<file path="config.mk">
export PLATFORM = sky130hd
export DESIGN_NAME = lpesc_tx
export DESIGN_NICKNAME = d
export VERILOG_FILES = /design/src/rtl/lpesc_pkg.sv /design/src/rtl/lpesc_timer.sv /design/src/rtl/lpesc_seq.sv /design/src/rtl/lpesc_line.sv /design/src/rtl/lpesc_tx.sv
export SDC_FILE = /design/constraint.sdc
export NUM_CORES = 1
export LEC_CHECK = 0
export ABC_AREA = 0
export BUFFER_PORTS_ARGS = -buffer_cell sky130_fd_sc_hd__buf_2
export CORE_MARGIN = 2
export CORE_UTILIZATION = 29
export DETAILED_ROUTE_END_ITERATION = 10
export PLACE_DENSITY = 0.56
export SKIP_CTS_REPAIR_TIMING = 1
export SYNTH_ARGS = -nofsm -noshare
export SYNTH_HDL_FRONTEND = slang
export SYNTH_SLANG_ARGS = --single-unit
</file>
<file path="constraint.sdc">
create_clock -name clk -period 3.05 [get_ports clk]
set_clock_uncertainty 0.05 [all_clocks]
set_input_delay 0.1525 -clock clk [delete_from_list [all_inputs] [get_ports clk]]
set_output_delay 0.1525 -clock clk [all_outputs]
set_load 0.05 [all_outputs]
</file>
<file path="src/rtl/lpesc_pkg.sv">
package lpesc_pkg;

    localparam int unsigned BYTE_W       = 8;
    localparam int unsigned BIT_IDX_W    = $clog2(BYTE_W);
    localparam int unsigned ENTRY_STAGES = 5;
    localparam int unsigned STAGE_W      = $clog2(ENTRY_STAGES);

    typedef enum logic [2:0] {
        ST_IDLE,
        ST_ENTRY,
        ST_BIT_DRV,
        ST_BIT_SPC,
        ST_PAY_WAIT,
        ST_EXIT_MARK,
        ST_EXIT_STOP
    } seq_state_e;

    // Value is {p, n} as seen on the two wires.
    typedef enum logic [1:0] {
        LN_SPACE  = 2'b00,
        LN_MARK_N = 2'b01,
        LN_MARK_P = 2'b10,
        LN_STOP   = 2'b11
    } line_e;

    function automatic line_e entry_line(input logic [STAGE_W-1:0] stage);
        line_e l;
        case (stage)
            3'd0:    l = LN_STOP;
            3'd1:    l = LN_MARK_P;
            3'd2:    l = LN_SPACE;
            3'd3:    l = LN_MARK_N;
            default: l = LN_SPACE;
        endcase
        return l;
    endfunction

endpackage

</file>
<file path="src/rtl/lpesc_timer.sv">
module lpesc_timer #(
    parameter int unsigned DIV_W = 8
) (
    input  logic             clk,
    input  logic             rst_n,
    input  logic             run_i,
    input  logic [DIV_W-1:0] div_i,
    output logic             tick_o
);

    logic [DIV_W-1:0] cnt_d, cnt_q;

    always_comb begin
        cnt_d = '0;
        if (run_i && (cnt_q != div_i)) begin
            cnt_d = cnt_q + 1'b1;
        end
    end

    always_ff @(posedge clk or negedge rst_n) begin
        if (!rst_n) begin
            cnt_q <= '0;
        end else begin
            cnt_q <= cnt_d;
        end
    end

    assign tick_o = run_i && (cnt_q == div_i);

    AST_TIMER_BOUND: assert property (@(posedge clk) disable iff (!rst_n)
        cnt_q <= div_i);

    AST_TIMER_PARKED: assert property (@(posedge clk) disable iff (!rst_n)
        !run_i |=> (cnt_q == '0));

endmodule

</file>
<file path="src/rtl/lpesc_seq.sv">
module lpesc_seq
    import lpesc_pkg::*;
#(
    parameter int unsigned DIV_W  = 8,
    parameter int unsigned HOLD_W = 4
) (
    input  logic              clk,
    input  logic              rst_n,
    input  logic              start_i,
    input  logic [BYTE_W-1:0] cmd_i,
    input  logic [DIV_W-1:0]  div_i,
    input  logic [HOLD_W-1:0] hold_i,
    input  logic [BYTE_W-1:0] data_i,
    input  logic              valid_i,
    input  logic              end_i,
    input  logic              tick_i,
    output logic              run_o,
    output logic [DIV_W-1:0]  div_o,
    output line_e             line_d_o,
    output logic              drive_d_o,
    output logic              ready_o,
    output logic              busy_o,
    output logic              done_o
);

    localparam logic [STAGE_W-1:0]   LAST_STAGE = STAGE_W'(ENTRY_STAGES - 1);
    localparam logic [BIT_IDX_W-1:0] LAST_BIT   = BIT_IDX_W'(BYTE_W - 1);

    typedef struct packed {
        seq_state_e            st;
        logic [STAGE_W-1:0]    stage;
        logic [HOLD_W-1:0]     units;
        logic [DIV_W-1:0]      div;
        logic [HOLD_W-1:0]     hold;
        logic [BYTE_W-1:0]     sh;
        logic [BIT_IDX_W-1:0]  bitn;
        logic                  done;
    } seq_t;

    seq_t seq_d, seq_q;

    always_comb begin
        seq_d      = seq_q;
        seq_d.done = 1'b0;
        case (seq_q.st)
            ST_IDLE: begin
                if (start_i) begin
                    seq_d.st    = ST_ENTRY;
                    seq_d.stage = '0;
                    seq_d.units = '0;
                    seq_d.div   = div_i;
                    seq_d.hold  = hold_i;
                    seq_d.sh    = cmd_i;
                    seq_d.bitn  = '0;
                end
            end
            ST_ENTRY: begin
                if (tick_i) begin
                    if (seq_q.units == seq_q.hold) begin
                        seq_d.units = '0;
                        if (seq_q.stage == LAST_STAGE) begin
                            seq_d.st = ST_BIT_DRV;
                        end else begin
                            seq_d.stage = seq_q.stage + 1'b1;
                        end
                    end else begin
                        seq_d.units = seq_q.units + 1'b1;
                    end
                end
            end
            ST_BIT_DRV: begin
                if (tick_i) begin
                    seq_d.st = ST_BIT_SPC;
                end
            end
            ST_BIT_SPC: begin
                if (tick_i) begin
                    if (seq_q.bitn == LAST_BIT) begin
                        seq_d.st = ST_PAY_WAIT;
                    end else begin
                        seq_d.st   = ST_BIT_DRV;
                        seq_d.sh   = {1'b0, seq_q.sh[BYTE_W-1:1]};
                        seq_d.bitn = seq_q.bitn + 1'b1;
                    end
                end
            end
            ST_PAY_WAIT: begin
                if (valid_i) begin
                    seq_d.st   = ST_BIT_DRV;
                    seq_d.sh   = data_i;
                    seq_d.bitn = '0;
                end else if (end_i) begin
                    seq_d.st    = ST_EXIT_MARK;
                    seq_d.units = '0;
                end
            end
            ST_EXIT_MARK: begin
                if (tick_i) begin
                    if (seq_q.units == seq_q.hold) begin
                        seq_d.st    = ST_EXIT_STOP;
                        seq_d.units = '0;
                    end else begin
                        seq_d.units = seq_q.units + 1'b1;
                    end
                end
            end
            ST_EXIT_STOP: begin
                if (tick_i) begin
                    if (seq_q.units == seq_q.hold) begin
                        seq_d.st    = ST_IDLE;
                        seq_d.units = '0;
                        seq_d.done  = 1'b1;
                    end else begin
                        seq_d.units = seq_q.units + 1'b1;
                    end
                end
            end
            default: begin
                seq_d.st = ST_IDLE;
            end
        endcase
    end

    always_ff @(posedge clk or negedge rst_n) begin
        if (!rst_n) begin
            seq_q <= '{st: ST_IDLE, stage: '0, units: '0, div: '0,
                       hold: '0, sh: '0, bitn: '0, done: 1'b0};
        end else begin
            seq_q <= seq_d;
        end
    end

    // Next line level, registered downstream together with the state.
    always_comb begin
        case (seq_d.st)
            ST_ENTRY:     line_d_o = entry_line(seq_d.stage);
            ST_BIT_DRV:   line_d_o = seq_d.sh[0] ? LN_MARK_P : LN_MARK_N;
            ST_BIT_SPC:   line_d_o = LN_SPACE;
            ST_PAY_WAIT:  line_d_o = LN_SPACE;
            ST_EXIT_MARK: line_d_o = LN_MARK_P;
            default:      line_d_o = LN_STOP;
        endcase
    end

    assign drive_d_o = (seq_d.st != ST_IDLE);
    assign run_o     = (seq_q.st != ST_IDLE) && (seq_q.st != ST_PAY_WAIT);
    assign div_o     = seq_q.div;
    assign ready_o   = (seq_q.st == ST_PAY_WAIT);
    assign busy_o    = (seq_q.st != ST_IDLE);
    assign done_o    = seq_q.done;

    AST_TIMING_FROZEN: assert property (@(posedge clk) disable iff (!rst_n)
        (busy_o && $past(busy_o)) |-> ($stable(seq_q.div) && $stable(seq_q.hold)));

    AST_WAIT_NO_TICK: assert property (@(posedge clk) disable iff (!rst_n)
        ready_o |-> !tick_i);

    AST_START_ONLY_IDLE: assert property (@(posedge clk) disable iff (!rst_n)
        (!busy_o && !start_i) |=> !busy_o);

endmodule

</file>
<file path="src/rtl/lpesc_line.sv">
module lpesc_line
    import lpesc_pkg::*;
(
    input  logic  clk,
    input  logic  rst_n,
    input  line_e code_d_i,
    input  logic  drive_d_i,
    output logic  lp_p_o,
    output logic  lp_n_o,
    output logic  lp_oe_o
);

    typedef struct packed {
        line_e code;
        logic  drive;
    } line_t;

    line_t ln_d, ln_q;

    always_comb begin
        ln_d       = ln_q;
        ln_d.code  = code_d_i;
        ln_d.drive = drive_d_i;
    end

    always_ff @(posedge clk or negedge rst_n) begin
        if (!rst_n) begin
            ln_q <= '{code: LN_STOP, drive: 1'b0};
        end else begin
            ln_q <= ln_d;
        end
    end

    assign lp_p_o  = ln_q.code[1];
    assign lp_n_o  = ln_q.code[0];
    assign lp_oe_o = ln_q.drive;

    AST_UNDRIVEN_STOP: assert property (@(posedge clk) disable iff (!rst_n)
        !ln_q.drive |-> (ln_q.code == LN_STOP));

    AST_NO_STOP_TO_SPACE: assert property (@(posedge clk) disable iff (!rst_n)
        (ln_q.code == LN_SPACE) |-> ($past(ln_q.code) != LN_STOP));

    AST_MARKS_SPACED: assert property (@(posedge clk) disable iff (!rst_n)
        (ln_q.code == LN_MARK_P) |-> ($past(ln_q.code) != LN_MARK_N));

endmodule

</file>
<file path="src/rtl/lpesc_tx.sv">
module lpesc_tx
    import lpesc_pkg::*;
#(
    parameter int unsigned DIV_W  = 8,
    parameter int unsigned HOLD_W = 4
) (
    input  logic              clk,
    input  logic              rst_n,
    input  logic              start_i,
    input  logic [7:0]        cmd_i,
    input  logic [DIV_W-1:0]  div_i,
    input  logic [HOLD_W-1:0] hold_i,
    input  logic [7:0]        data_i,
    input  logic              valid_i,
    input  logic              end_i,
    output logic              ready_o,
    output logic              busy_o,
    output logic              done_o,
    output logic              lp_p_o,
    output logic              lp_n_o,
    output logic              lp_oe_o
);

    logic             tick;
    logic             run;
    logic [DIV_W-1:0] div_cur;
    line_e            line_d;
    logic             drive_d;

    lpesc_timer #(.DIV_W(DIV_W)) timer_i (
        .clk    (clk),
        .rst_n  (rst_n),
        .run_i  (run),
        .div_i  (div_cur),
        .tick_o (tick)
    );

    lpesc_seq #(.DIV_W(DIV_W), .HOLD_W(HOLD_W)) seq_i (
        .clk       (clk),
        .rst_n     (rst_n),
        .start_i   (start_i),
        .cmd_i     (cmd_i),
        .div_i     (div_i),
        .hold_i    (hold_i),
        .data_i    (data_i),
        .valid_i   (valid_i),
        .end_i     (end_i),
        .tick_i    (tick),
        .run_o     (run),
        .div_o     (div_cur),
        .line_d_o  (line_d),
        .drive_d_o (drive_d),
        .ready_o   (ready_o),
        .busy_o    (busy_o),
        .done_o    (done_o)
    );

    lpesc_line line_i (
        .clk       (clk),
        .rst_n     (rst_n),
        .code_d_i  (line_d),
        .drive_d_i (drive_d),
        .lp_p_o    (lp_p_o),
        .lp_n_o    (lp_n_o),
        .lp_oe_o   (lp_oe_o)
    );

    AST_IDLE_STOP: assert property (@(posedge clk) disable iff (!rst_n)
        !busy_o |-> (lp_p_o && lp_n_o && !lp_oe_o && !ready_o));

    AST_WAIT_SPACE: assert property (@(posedge clk) disable iff (!rst_n)
        ready_o |-> (!lp_p_o && !lp_n_o && lp_oe_o));

    AST_DONE_ONE: assert property (@(posedge clk) disable iff (!rst_n)
        done_o |=> !done_o);

    AST_DONE_AFTER_STOP: assert property (@(posedge clk) disable iff (!rst_n)
        done_o |-> $past(lp_p_o && lp_n_o && lp_oe_o));

endmodule

</file>
==> results of run 1 <==
[through the flow]
stage,setup slack (ps),hold WS [ps],util (%)
global route,303,1.15,35.2
finish,535,-40.1,35.2
detailed placement,563,299,33.1
floorplan,791,-193,-
CTS,538,-19.2,34.1
global placement,644,300,33.1
[synth_stat cells (all sizes together) (2+ instances only)]
library cell	instances	area, sq um
clkbuf	5	18.8
nor3b	2	15.0
o31ai	3	22.5
o211ai	3	22.5
a22o	8	70.1
buf	2	22.5
dfrtp	43	1080
a21oi	7	35.0
nand3	9	45.0
nand3b	2	15.0
xnor2	10	87.6
and4	2	18.8
nand4	2	12.5
xor2	10	87.6
o22ai	2	12.5
ha	6	75.1
a32o	2	20.0
or4	2	15.0
or2	2	12.5
a31oi	2	12.5
nor2	17	66.3
and3	4	26.3
a222oi	2	20.0
nand2b	4	25.0
o21ai	8	40.0
nor3	2	10.0
or3	2	12.5
a221o	6	60.1
nand2	51	191
nor4	2	18.8
nor2b	3	18.8
o21a	3	22.5
dfstp	2	52.6
inv	10	37.5
[final cells by class]
class	instances	area, sq um
clock buffer	7	76.3
multi-input combinational	190	1200
clock inverter	1	7.51
fill	865	5290
tap	105	131
sequential	45	1130
inverter	10	37.5
timing repair buffer	50	303
[routing by layer]
layer,track usage [%],share of wire (%),wire (um),vias to the layer above
met5,0,0,0,-
met1,17.3,47,2560,933
met4,3.93,1.6,84,0
met3,3.48,5.5,298,10
li1,-,-,-,1000
met2,18.7,45,2460,52
[power by group]
group | internal (mW) | switching [mW]
clock network | 0.162 | 0.207
registers | 0.801 | 0.173
logic | 0.366 | 0.491
[worst paths after layout]
| check | end | cells past startpoint |
|---|---|---|
| max | line_i.lp_n_o | 7 |
| min | seq_i.seq_q[28] | 1 |
| max reg2reg | line_i.lp_n_o | 7 |
| min reg2reg | seq_i.seq_q[2] | 1 |
| max in group asynchronous | timer_i.cnt_q[6] | 1 |
| min in group clk | seq_i.div_o[5] | 3 |
[worst max-delay path: cells and delay by family (launching register included)]
kind	cells	cell delay [ps]
AOI/OAI and AO/OA	3	670
xor gates and xnor gates	1	190
and+or+nand+nor	3	1100
DFF	1	440
[logic make-up (layout without fill, tap and decap cells)]
kind of cell | after synthesis | count (layout) | synth area share (%)
simple gates | 109 | 109 | 21.6
compound gates | 54 | 54 | 16.8
flops | 45 | 45 | 46.3
xor+xnor | 20 | 20 | 7.19
buf+inv | 18 | 68 | 4.57
fa+ha+maj | 6 | 6 | 3.08
mux | 1 | 1 | 0.462
[sequential cells by signal (all words and copies together), names as in the netlist]
| register | flops |
|---|---|
| line_i.lp_n_o | 1 |
| line_i.lp_oe_o | 1 |
| line_i.lp_p_o | 1 |
| seq_i.div_o | 8 |
| seq_i.done_o | 1 |
| seq_i.seq_q | 25 |
| timer_i.cnt_q | 8 |
==> results.py, run 1 <==
metrics = {
    "yosys": {
        "ys_ff_latch": 45,
        "synth_ff_type": "dfrtp_1",
        "syn_area_sq_mm": 0.00244,
        "synthArstFlopShare_pct": 100,
        "yosysSeqAreaShare_pct": 46.3,
        "yosysWarnings": 0,
        "synth_nets": 292,
        "synthCells": 253,
        "synth_edf_count": 0,
        "synth_cell_types": 53,
        "avgSynthCellArea_sq_um": 9.63,
    },
    "global_route": {
        "grt_max_degree": 46,
        "overflow": 0,
        "grt_pass1_vias": 1805,
        "grt_use_total_pct": 12.4,
        "grt_pass1_wl_mm": 8.80,
        "antenna_found_initial": 0,
    },
    "power": {
        "ir_drop_mv": 0.209,
        "powerDensity_mw_per_mm2": 764,
        "power.total_mw": 2.20,
        "p_leak_nw": 1.32,
    },
    "setup_path": {
        "cp.arrival_ps": 2700,
        "r2r_setup_slack_ps": 530,
        "critPathMaxFanout": 6,
        "rr_startpoint": "timer_i.cnt_q[0]",
        "slowest_delay_ps": 530,
        "setup.worst_path.start_class": "flop",
        "worstPathCellList": "xnor2_1 > nand4_1 > o31ai_1 > o31ai_1 > or2_0 > or4_1 > o21ai_1",
        "end_kind": "flop",
        "startpoint": "timer_i.cnt_q[0]",
        "cpMaxStageDelayCell": "or4_1",
        "crit_type": "flop to flop",
        "critPathMostFrequentCell": "o31ai_1",
        "crit_required_ps": 3230,
    },
    "cells_and_area": {
        "layout_common_cells": "51 x nand2_1, 43 x dfrtp_1, 38 x buf_2",
        "final_common_cell": "nand2_1",
        "drive_gt1_share_pct": 19.1,
        "stdcell_area_sq_mm": 0.00288,
        "fin_cells": 408,
        "antennaDiodeCount": 0,
        "area_delta_synth_final_pct": 18.2,
        "fin_nets": 341,
    },
    "sta": {
        "max_freq_ghz": 0.398,
        "hold_viol": 45,
        "fin_crit_sh_pct": 82.5,
        "rsz0062_at_grt": "no",
        "slew_violations": 0,
        "finalSetupViolations": 0,
        "min_period_ps": 2520,
        "hold_ws_ps": -40.1,
        "slew-limit-headroom_pct": 33.2,
        "tns_ps": 0,
        "worstMarginPinSlew_ps": 1000,
    },
    "floorplanning": {
        "die_x_um": 95.7,
        "io_pins": 39,
        "start_util_pct": 29.8,
        "coreArea_sq_mm": 0.00818,
        "dieArea_sq_mm": 0.00915,
        "rows": 33,
        "die_y_um": 95.7,
    },
    "cts": {
        "clk_path_buf_depth": 2,
        "cts_made_buffers": 5,
        "h-tree-depth": 2,
        "cts_sinks": 45,
        "clkTransAtPathRegs_ps": 90,
        "cts_tree": "built",
        "cts-root-buf": "clkbuf_8",
        "clock_latency_ps": 300,
    },
    "route": {
        "drt_iter0_markers": 73,
        "final_antenna_net_count": 0,
        "route.detailed.drc": 0,
        "drt-total-wl_mm": 5.40,
        "wl_per_cell_um": 13.2,
        "drt_pre_antenna_iters": 4,
        "via_count": 1995,
        "vias_per_cell": 4.89,
    },
    "placement": {
        "numPortBuffers": 38,
        "placed_cell_area_sq_mm": 0.00271,
        "dp.cells": 391,
        "dp_hpwl_mm": 3.96,
        "gp_congestion": 0.844,
    },
    "status": {
        "status": "finished, violations left",
        "violations": "hold timing",
    },
    "worst_hold_path": {
        "min_path_type": "input pin to asynchronous set/reset pin",
    },
    "job": {
        "cap_violations": 0,
    },
}
No activity file was read; power rests on OpenSTA's default activity.
==> run 2: changes to the inputs <==
Clock period 3.05 ns to 2.44 ns, I/O delays scaled along.
==> results.py, run 2 (synthesis results as in run 1) <==
metrics = {
    "status": {
        "status": "finished, violations left",
        "violations": "hold timing",
    },
    "setup_path": {
        "crit_required_ps": 2620,
        "rr_startpoint": "timer_i.cnt_q[0]",
        "end_kind": "flop",
        "setup.worst_path.start_class": "flop",
        "crit_type": "flop to flop",
        "rr_worst_depth": 7,
        "r2r_setup_slack_ps": 100,
        "critPathCapture": "line_i.lp_n_o",
        "startpoint": "timer_i.cnt_q[0]",
        "r2r-end": "line_i.lp_n_o",
        "cp.arrival_ps": 2520,
        "critPathMaxFanout": 6,
    },
    "route": {
        "route.detailed.drc": 0,
        "vias_per_cell": 4.88,
        "wl_per_cell_um": 13.1,
        "via_count": 2053,
        "drt-total-wl_mm": 5.53,
        "drt_iter0_markers": 75,
        "final_antenna_net_count": 0,
        "drt_pre_antenna_iters": 4,
    },
    "sta": {
        "finalSetupViolations": 0,
        "setup_ws_ps": 97.4,
        "max_freq_ghz": 0.427,
        "min_period_ps": 2340,
        "worstMarginPinSlew_ps": 997,
        "rsz0062_at_grt": "yes",
        "hold_ws_ps": -67.5,
        "fin_crit_sh_pct": 96.0,
        "hold_viol": 44,
        "tns_ps": 0,
        "slew_violations": 0,
        "slew-limit-headroom_pct": 33.5,
    },
    "floorplanning": {
        "die_y_um": 95.7,
        "coreArea_sq_mm": 0.00818,
        "rows": 33,
        "io_pins": 39,
        "start_util_pct": 29.8,
        "die_x_um": 95.7,
        "dieArea_sq_mm": 0.00915,
    },
    "cts": {
        "clock_latency_ps": 300,
        "clkTransAtPathRegs_ps": 90,
        "h-tree-depth": 2,
        "cts_tree": "built",
        "cts_made_buffers": 5,
        "cts-root-buf": "clkbuf_8",
        "clk_path_buf_depth": 2,
        "cts_sinks": 45,
    },
    "power": {
        "switching_share_pct": 38.8,
        "power.total_mw": 2.86,
        "ir_drop_mv": 0.316,
        "p_comb_share_pct": 40.6,
        "p_sw_mw": 1.11,
        "power_frac_clock_pct": 17.2,
        "powerDensity_mw_per_mm2": 948,
        "internal-power_mw": 1.75,
        "p_leak_nw": 1.40,
        "pwr-share-seq_pct": 42.2,
    },
    "cells_and_area": {
        "drive_gt1_share_pct": 23.1,
        "stdcell_area_sq_mm": 0.00301,
        "area_delta_synth_final_pct": 23.6,
        "post-route-util_pct": 36.9,
        "antennaDiodeCount": 0,
        "fin_nets": 354,
        "fillCellCount": 857,
        "largest_reg_flops": 25,
        "layout_common_cells": "51 x nand2_1, 43 x dfrtp_1, 38 x buf_2",
        "multi_input_area_sq_mm": 0.00121,
        "regMostFlops": "seq_i.seq_q",
        "final_common_cell": "nand2_1",
        "seq_area_sq_mm": 0.00113,
        "fin_cells": 421,
    },
    "global_route": {
        "antenna_found_initial": 0,
        "met1_usage_pct": 17.7,
        "grt_pass1_vias": 1909,
        "grt_max_degree": 46,
        "use_met3_pct": 3.16,
        "grt_busiest_layer": "met2",
        "grt_use_total_pct": 12.8,
        "grt_pass1_wl_mm": 9.18,
        "overflow": 0,
        "grt_use_met2_pct": 19.7,
    },
    "placement": {
        "placed_cell_area_sq_mm": 0.00278,
        "dp_hpwl_mm": 4.10,
        "pre_cts_ws_ps": 143,
        "numPortBuffers": 38,
        "dp.cells": 401,
        "gp_congestion": 0.852,
    },
    "worst_hold_path": {
        "min_path_type": "input pin to asynchronous set/reset pin",
    },
    "job": {
        "cap_violations": 0,
    },
}
[run 2: area by class of cell]
cell class | instances | area share [%]
Timing Repair Buffer | 63 | 13.5
Clock inverter | 2 | 0.457
Tap cell | 105 | 4.36
Sequential cell | 45 | 37.5
Inverter | 10 | 1.25
Multi-Input combinational cell | 190 | 40.2
Clock buffer | 6 | 2.74
[run 2: metal layers]
metal	share of wire (%)	routed length, um
met1	48	2660
met4	1.4	78
met3	4.9	270
met2	46	2520
met5	0	0
[run 2: how the worst min path moves through the flow]
stage                     slack [ps]  depth (start not counted)               to      from
after global placement           270                          3   seq_i.div_o[3]  div_i[3]
after global routing               3                          3  seq_i.seq_q[11]  cmd_i[7]
after CTS                        -50                          3   seq_i.div_o[0]  div_i[0]
after detailed placement         270                          3   seq_i.div_o[0]  div_i[0]
final                            -70                          1     seq_i.done_o     rst_n
after floorplan                 -220                          0   line_i.lp_oe_o     rst_n
[run 2: worst max-delay path: stages (launching register included)]
cell	delay (ps)
dfrtp_1	440
xnor2_1	160
and4_1	220
and3_2	230
a311o_1	350
o211a_2	160
or4_1	520
o21ai_1	130
[run 2: power groups by stage]
stage | registers (mW) | clock network [mW] | logic (mW)
6_report | 1.21 | 0.491 | 1.16
3_5_place_dp | 1.22 | 0 | 1.14
4_1_cts | 1.21 | 0.514 | 1.15
2_1_floorplan | 1.23 | 0 | 0.798
3_3_place_gp | 1.22 | 0 | 1.13
5_1_grt | 1.24 | 0.542 | 1.30
